==> config.mk <==
export PLATFORM = sky130hd
export DESIGN_NAME = mc_ctrl_fsm
export DESIGN_NICKNAME = d
export VERILOG_FILES = /design/src/rtl/mc_ctrl_pkg.sv /design/src/rtl/mc_opclass.sv /design/src/rtl/mc_next_state.sv /design/src/rtl/mc_ctrl_decode.sv /design/src/rtl/mc_ctrl_fsm.sv
export SDC_FILE = /design/constraint.sdc
export NUM_CORES = 1
export LEC_CHECK = 0
export BUFFER_PORTS_ARGS = -buffer_cell sky130_fd_sc_hd__buf_4
export CAP_MARGIN = 20
export CORE_MARGIN = 3
export CORE_UTILIZATION = 37
export DETAILED_ROUTE_END_ITERATION = 10
export HOLD_SLACK_MARGIN = 0.02
export PLACE_DENSITY = 0.9
export SLEW_MARGIN = 10
export SYNTH_ARGS = -nofsm -noshare
export SYNTH_HDL_FRONTEND = slang
export SYNTH_SLANG_ARGS = --single-unit
==> constraint.sdc <==
create_clock -name clk -period 1.7 [get_ports clk]
set_clock_uncertainty 0.1 [all_clocks]
set_input_delay 0.085 -clock clk [delete_from_list [all_inputs] [get_ports clk]]
set_output_delay 0.085 -clock clk [all_outputs]
set_load 0.02 [all_outputs]
==> src/rtl/mc_ctrl_pkg.sv <==
package mc_ctrl_pkg;

    localparam int OPC_W   = 6;
    localparam int CAUSE_W = 5;

    localparam logic [OPC_W-1:0] OPC_RTYPE = 6'h00;
    localparam logic [OPC_W-1:0] OPC_LOAD  = 6'h23;
    localparam logic [OPC_W-1:0] OPC_STORE = 6'h2B;
    localparam logic [OPC_W-1:0] OPC_BEQ   = 6'h04;
    localparam logic [OPC_W-1:0] OPC_ORI   = 6'h0D;

    localparam logic [CAUSE_W-1:0] CAUSE_UNDEF = CAUSE_W'(10);
    localparam logic [CAUSE_W-1:0] CAUSE_OVF   = CAUSE_W'(12);

    typedef enum logic [3:0] {
        ST_FETCH    = 4'b0000,
        ST_DECODE   = 4'b0001,
        ST_BRANCH   = 4'b0010,
        ST_MEM_ADDR = 4'b0011,
        ST_LD_READ  = 4'b0100,
        ST_LD_WB    = 4'b0101,
        ST_ST_WRITE = 4'b0110,
        ST_RR_EXEC  = 4'b0111,
        ST_RR_WB    = 4'b1000,
        ST_ORI_EXEC = 4'b1001,
        ST_ORI_WB   = 4'b1010,
        ST_EXC_UND  = 4'b1011,
        ST_EXC_OVF  = 4'b1100
    } state_e;

    typedef enum logic [2:0] {
        CLS_RTYPE, CLS_LOAD, CLS_STORE, CLS_BEQ, CLS_ORI, CLS_UNDEF
    } iclass_e;

    typedef enum logic [1:0] {
        ALU_ADD = 2'b00, ALU_SUB = 2'b01, ALU_FUNCT = 2'b10, ALU_OR = 2'b11
    } aluop_e;

    typedef enum logic [2:0] {
        SRCB_REG  = 3'b000, SRCB_FOUR = 3'b001, SRCB_SEXT = 3'b010,
        SRCB_SEXT_SH2 = 3'b011, SRCB_ZEXT = 3'b100
    } srcb_e;

    typedef enum logic [1:0] {
        PCSRC_ALU = 2'b00, PCSRC_ALUOUT = 2'b01, PCSRC_VECTOR = 2'b10
    } pcsrc_e;

    typedef struct packed {
        logic                pc_wr;
        logic                pc_wr_cond;
        pcsrc_e              pc_src;
        logic                ir_wr;
        logic                mem_rd;
        logic                mem_wr;
        logic                addr_sel;
        logic                reg_wr;
        logic                reg_dst;
        logic                mem_to_reg;
        logic                alu_sel_a;
        srcb_e               alu_sel_b;
        aluop_e              alu_op;
        logic                epc_wr;
        logic                cause_wr;
        logic [CAUSE_W-1:0]  cause_code;
    } ctrl_t;

    function automatic ctrl_t quiet_ctrl(input ctrl_t c);
        ctrl_t q;
        q            = c;
        q.pc_wr      = 1'b0;
        q.pc_wr_cond = 1'b0;
        q.ir_wr      = 1'b0;
        q.mem_rd     = 1'b0;
        q.mem_wr     = 1'b0;
        q.reg_wr     = 1'b0;
        q.epc_wr     = 1'b0;
        q.cause_wr   = 1'b0;
        return q;
    endfunction

endpackage

==> src/rtl/mc_opclass.sv <==
module mc_opclass
    import mc_ctrl_pkg::*;
(
    input  logic [OPC_W-1:0] opcode,
    output iclass_e          cls
);
    always_comb begin
        unique case (opcode)
            OPC_RTYPE: cls = CLS_RTYPE;
            OPC_LOAD:  cls = CLS_LOAD;
            OPC_STORE: cls = CLS_STORE;
            OPC_BEQ:   cls = CLS_BEQ;
            OPC_ORI:   cls = CLS_ORI;
            default:   cls = CLS_UNDEF;
        endcase
    end
endmodule

==> src/rtl/mc_next_state.sv <==
module mc_next_state
    import mc_ctrl_pkg::*;
(
    input  state_e  cur,
    input  iclass_e cls,
    input  logic    ovf,
    output state_e  nxt
);
    always_comb begin
        nxt = ST_FETCH;
        case (cur)
            ST_FETCH:  nxt = ST_DECODE;
            ST_DECODE: begin
                case (cls)
                    CLS_RTYPE:           nxt = ST_RR_EXEC;
                    CLS_ORI:             nxt = ST_ORI_EXEC;
                    CLS_LOAD, CLS_STORE: nxt = ST_MEM_ADDR;
                    CLS_BEQ:             nxt = ST_BRANCH;
                    default:             nxt = ST_EXC_UND;
                endcase
            end
            ST_MEM_ADDR: nxt = (cls == CLS_LOAD) ? ST_LD_READ : ST_ST_WRITE;
            ST_LD_READ:  nxt = ST_LD_WB;
            ST_RR_EXEC:  nxt = ovf ? ST_EXC_OVF : ST_RR_WB;
            ST_ORI_EXEC: nxt = ST_ORI_WB;
            default:     nxt = ST_FETCH;
        endcase
    end
endmodule

==> src/rtl/mc_ctrl_decode.sv <==
module mc_ctrl_decode
    import mc_ctrl_pkg::*;
(
    input  state_e cur,
    output ctrl_t  ctrl
);
    always_comb begin
        ctrl = '0;
        case (cur)
            ST_FETCH: begin
                ctrl.mem_rd    = 1'b1;
                ctrl.ir_wr     = 1'b1;
                ctrl.alu_sel_b = SRCB_FOUR;
                ctrl.alu_op    = ALU_ADD;
                ctrl.pc_src    = PCSRC_ALU;
                ctrl.pc_wr     = 1'b1;
            end
            ST_DECODE: begin
                ctrl.alu_sel_b = SRCB_SEXT_SH2;
                ctrl.alu_op    = ALU_ADD;
            end
            ST_BRANCH: begin
                ctrl.alu_sel_a  = 1'b1;
                ctrl.alu_sel_b  = SRCB_REG;
                ctrl.alu_op     = ALU_SUB;
                ctrl.pc_wr_cond = 1'b1;
                ctrl.pc_src     = PCSRC_ALUOUT;
            end
            ST_MEM_ADDR: begin
                ctrl.alu_sel_a = 1'b1;
                ctrl.alu_sel_b = SRCB_SEXT;
                ctrl.alu_op    = ALU_ADD;
            end
            ST_LD_READ: begin
                ctrl.mem_rd   = 1'b1;
                ctrl.addr_sel = 1'b1;
            end
            ST_LD_WB: begin
                ctrl.reg_wr     = 1'b1;
                ctrl.mem_to_reg = 1'b1;
            end
            ST_ST_WRITE: begin
                ctrl.mem_wr   = 1'b1;
                ctrl.addr_sel = 1'b1;
            end
            ST_RR_EXEC: begin
                ctrl.alu_sel_a = 1'b1;
                ctrl.alu_sel_b = SRCB_REG;
                ctrl.alu_op    = ALU_FUNCT;
            end
            ST_RR_WB: begin
                ctrl.reg_wr  = 1'b1;
                ctrl.reg_dst = 1'b1;
            end
            ST_ORI_EXEC: begin
                ctrl.alu_sel_a = 1'b1;
                ctrl.alu_sel_b = SRCB_ZEXT;
                ctrl.alu_op    = ALU_OR;
            end
            ST_ORI_WB: begin
                ctrl.reg_wr = 1'b1;
            end
            ST_EXC_UND, ST_EXC_OVF: begin
                ctrl.alu_sel_b  = SRCB_FOUR;
                ctrl.alu_op     = ALU_SUB;
                ctrl.epc_wr     = 1'b1;
                ctrl.cause_wr   = 1'b1;
                ctrl.cause_code = (cur == ST_EXC_OVF) ? CAUSE_OVF : CAUSE_UNDEF;
                ctrl.pc_wr      = 1'b1;
                ctrl.pc_src     = PCSRC_VECTOR;
            end
            default: ctrl = '0;
        endcase
    end
endmodule

==> src/rtl/mc_ctrl_fsm.sv <==
module mc_ctrl_fsm
    import mc_ctrl_pkg::*;
#(
    parameter int                ADDR_W     = 32,
    parameter logic [ADDR_W-1:0] EXC_VECTOR = ADDR_W'(32'h8000_0080)
) (
    input  logic               clk,
    input  logic               rst,
    input  logic [OPC_W-1:0]   opcode,
    input  logic               alu_zero,
    input  logic               alu_ovf,
    output logic               pc_wr,
    output logic               pc_wr_cond,
    output logic               pc_we,
    output logic [1:0]         pc_src,
    output logic               ir_wr,
    output logic               mem_rd,
    output logic               mem_wr,
    output logic               addr_sel,
    output logic               reg_wr,
    output logic               reg_dst,
    output logic               mem_to_reg,
    output logic               alu_sel_a,
    output logic [2:0]         alu_sel_b,
    output logic [1:0]         alu_op,
    output logic               epc_wr,
    output logic               cause_wr,
    output logic [CAUSE_W-1:0] cause_code,
    output logic [ADDR_W-1:0]  exc_vector
);
    state_e  state_q;
    state_e  state_d;
    iclass_e cls;
    ctrl_t   ctrl_raw;
    ctrl_t   ctrl_o;

    mc_opclass u_opclass (
        .opcode (opcode),
        .cls    (cls)
    );

    mc_next_state u_next (
        .cur (state_q),
        .cls (cls),
        .ovf (alu_ovf),
        .nxt (state_d)
    );

    mc_ctrl_decode u_dec (
        .cur  (state_q),
        .ctrl (ctrl_raw)
    );

    always_ff @(posedge clk) begin
        if (rst) state_q <= ST_FETCH;
        else     state_q <= state_d;
    end

    always_comb begin
        ctrl_o = rst ? quiet_ctrl(ctrl_raw) : ctrl_raw;
    end

    assign pc_wr      = ctrl_o.pc_wr;
    assign pc_wr_cond = ctrl_o.pc_wr_cond;
    assign pc_we      = ctrl_o.pc_wr | (ctrl_o.pc_wr_cond & alu_zero);
    assign pc_src     = ctrl_o.pc_src;
    assign ir_wr      = ctrl_o.ir_wr;
    assign mem_rd     = ctrl_o.mem_rd;
    assign mem_wr     = ctrl_o.mem_wr;
    assign addr_sel   = ctrl_o.addr_sel;
    assign reg_wr     = ctrl_o.reg_wr;
    assign reg_dst    = ctrl_o.reg_dst;
    assign mem_to_reg = ctrl_o.mem_to_reg;
    assign alu_sel_a  = ctrl_o.alu_sel_a;
    assign alu_sel_b  = ctrl_o.alu_sel_b;
    assign alu_op     = ctrl_o.alu_op;
    assign epc_wr     = ctrl_o.epc_wr;
    assign cause_wr   = ctrl_o.cause_wr;
    assign cause_code = ctrl_o.cause_code;
    assign exc_vector = EXC_VECTOR;
endmodule

==> reports/qor.yml <==
final_layout:
  top_register: "state_q"
  final_common_cell: "buf_4"
  drive_above_1_share_pct: 34.93
  syn_to_final_growth_pct: 24.09
  fillCellCount: 193
  largest_reg_flops: 4
  most-common-layout-cells: "buf_4, conb_1, nor2_1, inv_1"
  final_area_um2: 934.6
  top_regs: "state_q (4)"
  final_nets: 158
  instances_no_fill: 171
  antenna_cells: 0
run_status:
  status: "complete, no violations"
worst_setup_path:
  path_depth: 5
  crit_family: "compound AO/OA/AOI/OAI gates"
  startpoint: "state_q[3]"
  start_kind: "flip-flop"
  critPathArrivalTime_ns: 1.46
  reg2regPathDepth: 4
  path_cells: "nand2b_2, a32o_1, a21oi_1, nor2_1, buf_4"
  crit_slowest_cell: "dfxtp_4"
  crit_type: "reg -> out"
  rr_startpoint: "state_q[1]"
  r2r-end: "state_q[2]"
  max_stage_delay_ns: 0.38
  endpoint: "pc_we"
  endpoint_kind: "primary output"
  critPathRequiredTime_ns: 1.51
  rrSetupSlack_ns: 0.18
  critPathMaxFanout: 14
  critPathBufInv: 1
floorplan:
  core_area_mm2: 0.001821
  rows: 15
  ios: 67
  die-area_mm2: 0.002613
  die_h_um: 51.12
  initial_core_util_pct: 41.37
  dieWidth_um: 51.12
sta:
  finalSetupViolCount: 0
  min_period_over_period_pct: 97.00
  hold_viol: 0
  drv_slew: 0
  tns_ns: 0
  fmax_ghz: 0.6064
  fin_crit_ns: 1.649
  fin_ws_ns: 0.05105
  rsz0062_at_grt: "false"
route:
  drc: 0
  drtPass1Iterations: 4
  ant_nets: 0
  drt-total-wl_um: 1735
  drt_iter0_markers: 20
  viasPerCell: 4.480
  vias: 766
  wl_per_cell_um: 10.15
clock_network:
  cts-root-buf: "clkbuf_4"
  path_clk_slew_ns: 0.04
  cts_tree: "done"
  cts-htree-levels: 1
  cts_buffers: 3
  ctsHoldBuffers: 0
  cts_max_path_buffers: 2
  clk_latency_ns: 0.24
  clock-sinks: 4
global_routing:
  grt_pass1_vias: 598
  grt_use_total_pct: 12.64
  grt_max_degree: 15
  antenna_found_initial: 0
  grt_overflow_total: 0
  grt_pass1_wl_um: 2518
placement:
  pre_cts_slack_ns: 0.1139
  dpl.cell_count: 168
  place_hpwl_um: 1430
  portBuffers: 32
  dpl_cell_area_um2: 888.4
  gp_congestion: 0.8388
yosys:
  yosysSeqAreaShare_pct: 10.63
  synth_cell_types: 30
  synth_warnings: 0
  synthArstFlopShare_pct: 0
  ys_seq_elements: 4
  netlist_area_um2: 753.2
  synth-edff-count: 0
  syn_inst: 116
  ys.flop_type: "dfxtp_1"
  syn-mean-instance-area_um2: 6.493
pwr:
  p_leak_uw: 0.0005256
  power_density_mw_per_mm2: 1352
  ir_drop_mv: 0.6308
min_path:
  hold_path_class: "in -> reg"
job:
  drv_cap: 0
==> metrics by stage <==
| stage | hold WS, ns | utilization (%) | power, µW |
|---|---|---|---|
| finish | 0.02970 | 51.34 | 1264 |
| detailed placement | 0.2960 | 48.80 | 1107 |
| global route | 0.02576 | 51.34 | 1360 |
| global placement | 0.2853 | 48.80 | 1088 |
| floorplan | 0.1775 | - | 839.7 |
| CTS | 0.02274 | 50.45 | 1253 |
==> worst reg2reg max path, stage by stage, from the launching register on <==
cell	delay, ns
dfxtp_2	0.35
nand2b_1	0.17
nor3_1	0.21
or4b_4	0.50
a21oi_2	0.13
==> cell families (layout without fill, tap and decap cells) <==
family / after synthesis / after routing / share of synthesized area [%]
buf+inv: 49 / 47 / 41.86
mux: 2 / 2 / 2.824
compound gates: 17 / 17 / 13.96
flops: 4 / 4 / 10.63
simple gates: 42 / 42 / 29.74
other cells: 2 / 34 / 0.9970
==> final cells by class <==
type                            instances  area, µm²  share of cell area [%]
Multi-Input combinational cell         95      494.2                   52.88
Timing Repair Buffer                   35      262.8                   28.11
Sequential cell                         4      90.09                   9.639
Clock buffer                            3      22.52                   2.410
Tap cell                               25      31.28                   3.347
Inverter                                9      33.78                   3.614
==> where the power goes <==
part | leakage, µW | total (µW) | internal, µW | switching, µW
registers | 0.0000350 | 219 | 138 | 81.7
logic | 0.000477 | 920 | 377 | 542
clock network | 0.0000138 | 125 | 79.4 | 45.9
==> cells in the mapped netlist, types with 2 or more instances <==
cell      number  area (µm²)
a21oi_1        6       30.03
o21ai_0        4       20.02
inv_1          9       33.78
dfxtp_1        4       80.08
nor2_1        10       37.54
nand3_1        5       25.02
conb_1         2       7.510
buf_1          2       7.510
clkbuf_1       3       11.26
nand2_1        6       22.52
buf_4         35       262.8
nand4_1        2       12.51
nor3_1         6       30.03
nand2b_1       6       37.54
==> routing by layer <==
| metal | vias up | wire [µm] | GRT usage (%) |
|---|---|---|---|
| li1 | 378 | - | - |
| met1 | 343 | 654 | 14.69 |
| met2 | 43 | 843 | 21.03 |
| met3 | 2 | 219 | 4.082 |
| met4 | 0 | 17 | 5.381 |
| met5 | - | 0 | 0 |
==> repair_timing <==
item	CTS	global route
gates cloned	0	0
gates resized for setup	5	6
setup buffers	0	0
setup endpoints to repair	8	7
==> worst min-delay path by stage <==
stage	cells past startpoint	endpoint	slack, ns	startpoint
3_3_place_gp	3	state_q[2]	0.29	opcode[4]
4_1_cts	3	state_q[2]	0.02	opcode[4]
5_1_grt	3	state_q[2]	0.03	opcode[4]
3_5_place_dp	3	state_q[2]	0.30	opcode[4]
2_1_floorplan	2	state_q[2]	0.18	opcode[4]
6_report	3	state_q[2]	0.03	opcode[4]
Power figures use the tool's default switching activity.
